[src/rtl/muldiv_hilo.sv]
module muldiv_hilo #(
  parameter int W = 32
) (
  input  logic         clk,
  input  logic         rst_n,
  input  logic         start,
  input  logic [1:0]   op,
  input  logic [W-1:0] opa,
  input  logic [W-1:0] opb,
  output logic         busy,
  output logic [W-1:0] hi,
  output logic [W-1:0] lo
);
  localparam int CW = $clog2(W) + 1;

  logic [CW-1:0] cnt;
  logic          is_div, neg_q, neg_r;
  logic [W-1:0]  acc, sh_reg, arg;
  logic [W-1:0]  hi_r, lo_r;

  wire        sgn    = ~op[0];
  wire        a_neg  = sgn & opa[W-1];
  wire        b_neg  = sgn & opb[W-1];
  wire [W-1:0] a_mag = a_neg ? -opa : opa;
  wire [W-1:0] b_mag = b_neg ? -opb : opb;
  wire        accept = start & ~busy;
  wire        last   = busy & (cnt == CW'(1));

  wire [W:0]   m_sum = {1'b0, acc} + (sh_reg[0] ? {1'b0, arg} : {(W+1){1'b0}});
  wire [W-1:0] m_acc = m_sum[W:1];
  wire [W-1:0] m_low = {m_sum[0], sh_reg[W-1:1]};

  wire [W:0]   d_sh   = {acc, sh_reg[W-1]};
  wire [W+1:0] d_diff = {1'b0, d_sh} - {2'b00, arg};
  wire         d_neg  = d_diff[W+1];
  wire [W-1:0] d_acc  = d_neg ? d_sh[W-1:0] : d_diff[W-1:0];
  wire [W-1:0] d_low  = {sh_reg[W-2:0], ~d_neg};

  wire [W-1:0]   n_acc = is_div ? d_acc : m_acc;
  wire [W-1:0]   n_low = is_div ? d_low : m_low;
  wire [2*W-1:0] prod  = {m_acc, m_low};
  wire [2*W-1:0] prod_s = neg_q ? -prod : prod;
  wire [W-1:0]   rem_s = neg_r ? -d_acc : d_acc;
  wire [W-1:0]   quo_s = neg_q ? -d_low : d_low;

  always_ff @(posedge clk or negedge rst_n) begin
    if (!rst_n) begin
      busy   <= 1'b0;
      cnt    <= '0;
      is_div <= 1'b0;
      neg_q  <= 1'b0;
      neg_r  <= 1'b0;
      acc    <= '0;
      sh_reg <= '0;
      arg    <= '0;
      hi_r   <= '0;
      lo_r   <= '0;
    end else if (accept) begin
      busy   <= 1'b1;
      cnt    <= CW'(W);
      is_div <= op[1];
      neg_q  <= (a_neg ^ b_neg) & ~(op[1] & (opb == '0));
      neg_r  <= a_neg;
      acc    <= '0;
      sh_reg <= op[1] ? a_mag : b_mag;
      arg    <= op[1] ? b_mag : a_mag;
    end else if (busy) begin
      acc    <= n_acc;
      sh_reg <= n_low;
      cnt    <= cnt - CW'(1);
      if (last) begin
        busy <= 1'b0;
        if (is_div) begin
          hi_r <= rem_s;
          lo_r <= quo_s;
        end else begin
          hi_r <= prod_s[2*W-1:W];
          lo_r <= prod_s[W-1:0];
        end
      end
    end
  end

  assign hi = hi_r;
  assign lo = lo_r;
endmodule


[config.mk]
export PLATFORM = sky130hd
export DESIGN_NAME = muldiv_hilo
export DESIGN_NICKNAME = d
export VERILOG_FILES = /design/src/rtl/muldiv_hilo.sv
export SDC_FILE = /design/constraint.sdc
export NUM_CORES = 1
export LEC_CHECK = 0
export ABC_AREA = 1
export BUFFER_PORTS_ARGS = -buffer_cell sky130_fd_sc_hd__buf_2
export CAP_MARGIN = 30
export CORE_MARGIN = 2
export CORE_UTILIZATION = 50
export DETAILED_ROUTE_END_ITERATION = 16
export GPL_TIMING_DRIVEN = 0
export PLACE_DENSITY = 0.68
export SETUP_SLACK_MARGIN = 0.15
export SYNTH_ARGS = -nofsm -noshare
export SYNTH_HDL_FRONTEND = slang
export SYNTH_SLANG_ARGS = --single-unit
export TNS_END_PERCENT = 1
[constraint.sdc]
create_clock -name clk -period 8.4 [get_ports clk]
set_clock_uncertainty 0.15 [all_clocks]
set_input_delay 1.68 -clock clk [delete_from_list [all_inputs] [get_ports clk]]
set_output_delay 1.68 -clock clk [all_outputs]
set_load 0.01 [all_outputs]
==> flow_results.xml <==
<?xml version="1.0" encoding="UTF-8"?>
<metrics>
  <group name="final_layout">
    <metric name="layout_area_growth_over_synthesis" unit="%">10.2</metric>
    <metric name="share_of_post_route_cells_with_drive_strength_above_1" unit="">0.0835</metric>
    <metric name="finalNetCount" unit="">3374</metric>
    <metric name="antennaDiodeCount" unit="">0</metric>
  </group>
  <group name="clock_network">
    <metric name="tritoncts_clock_tree" unit="">done</metric>
    <metric name="cts.sinks" unit="">170</metric>
    <metric name="clock_latency" unit="ns">0.48</metric>
    <metric name="ctsHtreeMaxLevel" unit="">4</metric>
    <metric name="ctsHoldBuffers" unit="">0</metric>
    <metric name="postCtsResizedCells" unit="">0</metric>
    <metric name="max-clock-path-buffers" unit="">2</metric>
    <metric name="path_clk_slew" unit="ns">0.08</metric>
    <metric name="clock_buffers_created_by_tritoncts" unit="">17</metric>
    <metric name="cts_root_buf" unit="">sky130_fd_sc_hd__clkbuf_16</metric>
    <metric name="cts_setup_buffers" unit="">0</metric>
  </group>
  <group name="sta">
    <metric name="finalHoldViolations" unit="">0</metric>
    <metric name="timing_worst_slew_pin_value" unit="ns">1.04</metric>
    <metric name="maxClockFrequency" unit="GHz">0.212</metric>
    <metric name="totalNegativeSetupSlack" unit="ns">0</metric>
    <metric name="fin_crit" unit="ns">4.72</metric>
    <metric name="slew_headroom" unit="">0.309</metric>
    <metric name="report.final.setup_viol" unit="">0</metric>
    <metric name="final_min_period_over_clock_period" unit="">0.562</metric>
    <metric name="maxSlewViolCount" unit="">0</metric>
    <metric name="rsz0062_at_grt" unit="">false</metric>
  </group>
  <group name="synth">
    <metric name="netlist-cell-type-count" unit="">60</metric>
    <metric name="synth_compound_area_frac" unit="">0.186</metric>
    <metric name="synth-adder-area-share" unit="">0.0504</metric>
    <metric name="mappedNetlistNets" unit="">3220</metric>
    <metric name="simple_gate_share_of_the_synthesized_area" unit="">0.364</metric>
    <metric name="yosys_warnings" unit="">0</metric>
    <metric name="post-synth-top-area-fraction" unit="">0.231</metric>
    <metric name="synthMuxAreaShare" unit="">0</metric>
    <metric name="syn_area_per_cell" unit="sq um">5.98</metric>
    <metric name="synthCells" unit="">3078</metric>
    <metric name="postSynth.topFlopCell" unit="">sky130_fd_sc_hd__dfrtp_1</metric>
    <metric name="synth_top_family_by_area" unit="">simple AND/OR/NAND/NOR gates</metric>
    <metric name="synth.top_cells.by_count" unit="">sky130_fd_sc_hd__nand2_1 (856), sky130_fd_sc_hd__inv_1 (467), sky130_fd_sc_hd__nor2_1 (327)</metric>
    <metric name="post-synth-top-count-cell" unit="">sky130_fd_sc_hd__nand2_1</metric>
    <metric name="post-synth-top-area-cell" unit="">sky130_fd_sc_hd__dfrtp_1</metric>
    <metric name="post_synth_xor_area_fraction" unit="">0.0442</metric>
    <metric name="yosysSeqAreaShare" unit="">0.231</metric>
    <metric name="postSynthRegisterBits" unit="">170</metric>
    <metric name="synth_top_cells_by_area" unit="">sky130_fd_sc_hd__dfrtp_1 (23%), sky130_fd_sc_hd__nand2_1 (17%), sky130_fd_sc_hd__inv_1 (9.5%), sky130_fd_sc_hd__nor2_1 (6.7%), sky130_fd_sc_hd__nand3_1 (6.0%)</metric>
    <metric name="synth.cell_area" unit="sq um">18400</metric>
    <metric name="async_reset_ff_frac" unit="">1.00</metric>
    <metric name="synth-edff-count" unit="">0</metric>
  </group>
  <group name="global_routing">
    <metric name="grt_start_max_net_pins" unit="">100</metric>
    <metric name="first_global_vias" unit="">21825</metric>
    <metric name="grt_use_total" unit="">0.446</metric>
    <metric name="antenna_found_initial" unit="">1</metric>
    <metric name="grt_first_pass_wirelength" unit="um">127000</metric>
    <metric name="grt_ovf" unit="">0</metric>
  </group>
  <group name="worst_hold_path">
    <metric name="hp-class" unit="">reg2reg</metric>
    <metric name="timing.hold.worst_path_depth" unit="">2</metric>
    <metric name="timing.hold.worst.start" unit="">lo[22]</metric>
    <metric name="hold_end" unit="">lo[22]</metric>
  </group>
  <group name="setup_path">
    <metric name="worstPathArrival" unit="ns">4.98</metric>
    <metric name="critical-path-top-cell-by-count" unit="">sky130_fd_sc_hd__nand2_1</metric>
    <metric name="worst_setup_path_end_kind" unit="">register</metric>
    <metric name="timing.critical_path.from" unit="">sh_reg[0]</metric>
    <metric name="worst-r2r-cell-count" unit="">28</metric>
    <metric name="critPathKind" unit="">reg2reg</metric>
    <metric name="crit_fanout" unit="">10</metric>
    <metric name="cp_slowest_cell" unit="">sky130_fd_sc_hd__clkbuf_1</metric>
    <metric name="crit_required" unit="ns">8.66</metric>
    <metric name="critical_path.startpoint_type" unit="">register</metric>
    <metric name="reg2reg_slack" unit="ns">3.68</metric>
    <metric name="rr_startpoint" unit="">sh_reg[0]</metric>
    <metric name="crit_path_max_incr_delay" unit="ns">0.53</metric>
    <metric name="worstReg2RegEnd" unit="">hi[31]</metric>
  </group>
  <group name="route">
    <metric name="routed-via-count" unit="">22777</metric>
    <metric name="detail-route-antenna-nets" unit="">0</metric>
    <metric name="wl_per_cell" unit="um">23.1</metric>
    <metric name="drt-total-wl" unit="um">85800</metric>
    <metric name="post_drt_via_cell_ratio" unit="">6.13</metric>
    <metric name="initial_drc_count" unit="">3251</metric>
    <metric name="detail_route.drc_violations" unit="">0</metric>
    <metric name="dr_pass1_iterations" unit="">7</metric>
  </group>
  <group name="die">
    <metric name="design.die.area" unit="sq um">38400</metric>
    <metric name="die_height" unit="um">196</metric>
    <metric name="fp-row-count" unit="">70</metric>
    <metric name="start_util" unit="">0.505</metric>
    <metric name="dieWidth" unit="um">196</metric>
    <metric name="placeableCoreArea" unit="sq um">36400</metric>
    <metric name="io-pin-count" unit="">134</metric>
  </group>
  <group name="run">
    <metric name="cap_viol_max_count" unit="">0</metric>
  </group>
  <group name="place">
    <metric name="gp_congestion" unit="">1.07</metric>
    <metric name="portBuffers" unit="">133</metric>
    <metric name="detailed_place_hpwl" unit="um">69700</metric>
  </group>
  <group name="run_status">
    <metric name="status" unit="">completed</metric>
  </group>
</metrics>
-- metrics by stage --
step / instances / hold WS (ns) / cell area [sq um] / utilization / setup WS, ns
CTS: 3712 / 0.333 / 20300 / 0.556 / 3.88
global route: 3713 / 0.352 / 20300 / 0.557 / 3.25
finish: 3713 / 0.331 / 20300 / 0.557 / 3.68
floorplan: 3078 / 0.303 / 18400 / - / 4.60
global placement: 3679 / 0.313 / 19700 / 0.540 / 2.80
detailed placement: 3680 / 0.314 / 19700 / 0.541 / 3.78
-- cell type report --
type / instances / area [sq um]
multi-input combinational: 2321 / 11900
buffer: 108 / 494
inverter: 479 / 1800
timing repair buffer: 135 / 714
clock inverter: 13 / 130
fill: 3777 / 16100
tap: 468 / 586
clock buffer: 19 / 443
sequential: 170 / 4250
-- layer usage --
metal,track usage,vias to the layer above,part of all wire
met2,0.704,1557,0.43
met3,0.0951,446,0.11
met5,0,-,0.00015
met1,0.534,10477,0.37
li1,-,10295,-
met4,0.337,2,0.089
-- cells by family after synthesis --
group / Yosys count
xor gates and xnor gates: 93
adders and majority gates: 73
DFF: 170
and+or+nand+nor: 1580
buffers and inverters: 587
AOI/OAI and AO/OA: 575
-- cell usage in the layout (no fill, tap or decap), types with 9 or more instances in the layout --
master,n
sky130_fd_sc_hd__or2_2,22
sky130_fd_sc_hd__nand2_1,856
sky130_fd_sc_hd__ha_1,71
sky130_fd_sc_hd__nor3_1,40
sky130_fd_sc_hd__dfrtp_1,170
sky130_fd_sc_hd__inv_1,467
sky130_fd_sc_hd__nor2_1,327
sky130_fd_sc_hd__xnor2_1,44
sky130_fd_sc_hd__xor2_1,49
sky130_fd_sc_hd__nand3_1,220
sky130_fd_sc_hd__o2111ai_1,15
sky130_fd_sc_hd__clkbuf_1,80
sky130_fd_sc_hd__o221ai_1,18
sky130_fd_sc_hd__a31oi_1,13
sky130_fd_sc_hd__a21oi_1,158
sky130_fd_sc_hd__nand3b_1,10
sky130_fd_sc_hd__o22ai_1,15
sky130_fd_sc_hd__o21ai_0,215
sky130_fd_sc_hd__a22oi_1,17
sky130_fd_sc_hd__o21ai_1,11
sky130_fd_sc_hd__buf_1,12
sky130_fd_sc_hd__nand4_1,42
sky130_fd_sc_hd__clkbuf_16,17
sky130_fd_sc_hd__o31ai_1,18
sky130_fd_sc_hd__nand2_2,21
sky130_fd_sc_hd__nor2_2,12
sky130_fd_sc_hd__o211ai_1,22
sky130_fd_sc_hd__o21a_1,18
sky130_fd_sc_hd__buf_2,141
sky130_fd_sc_hd__a2bb2oi_1,9
-- worst max-delay path by stage --
stage,endpoint
2_1_floorplan,sh_reg[28]
3_3_place_gp,arg[9]
3_5_place_dp,sh_reg[28]
4_1_cts,lo[18]
5_1_grt,hi[31]
6_report,hi[31]
-- worst max-delay path, delay by kind of cell (launching register included) --
kind | cells | cell delay (ns)
flops | 1 | 0.33
simple gates | 20 | 2.27
fa+ha+maj | 2 | 0.53
compound gates | 1 | 0.18
buf+inv | 5 | 1.18
Power is left out: the tool's default activity adds up to more than one toggle a clock period on the data nets, which glitch-free logic cannot reach.
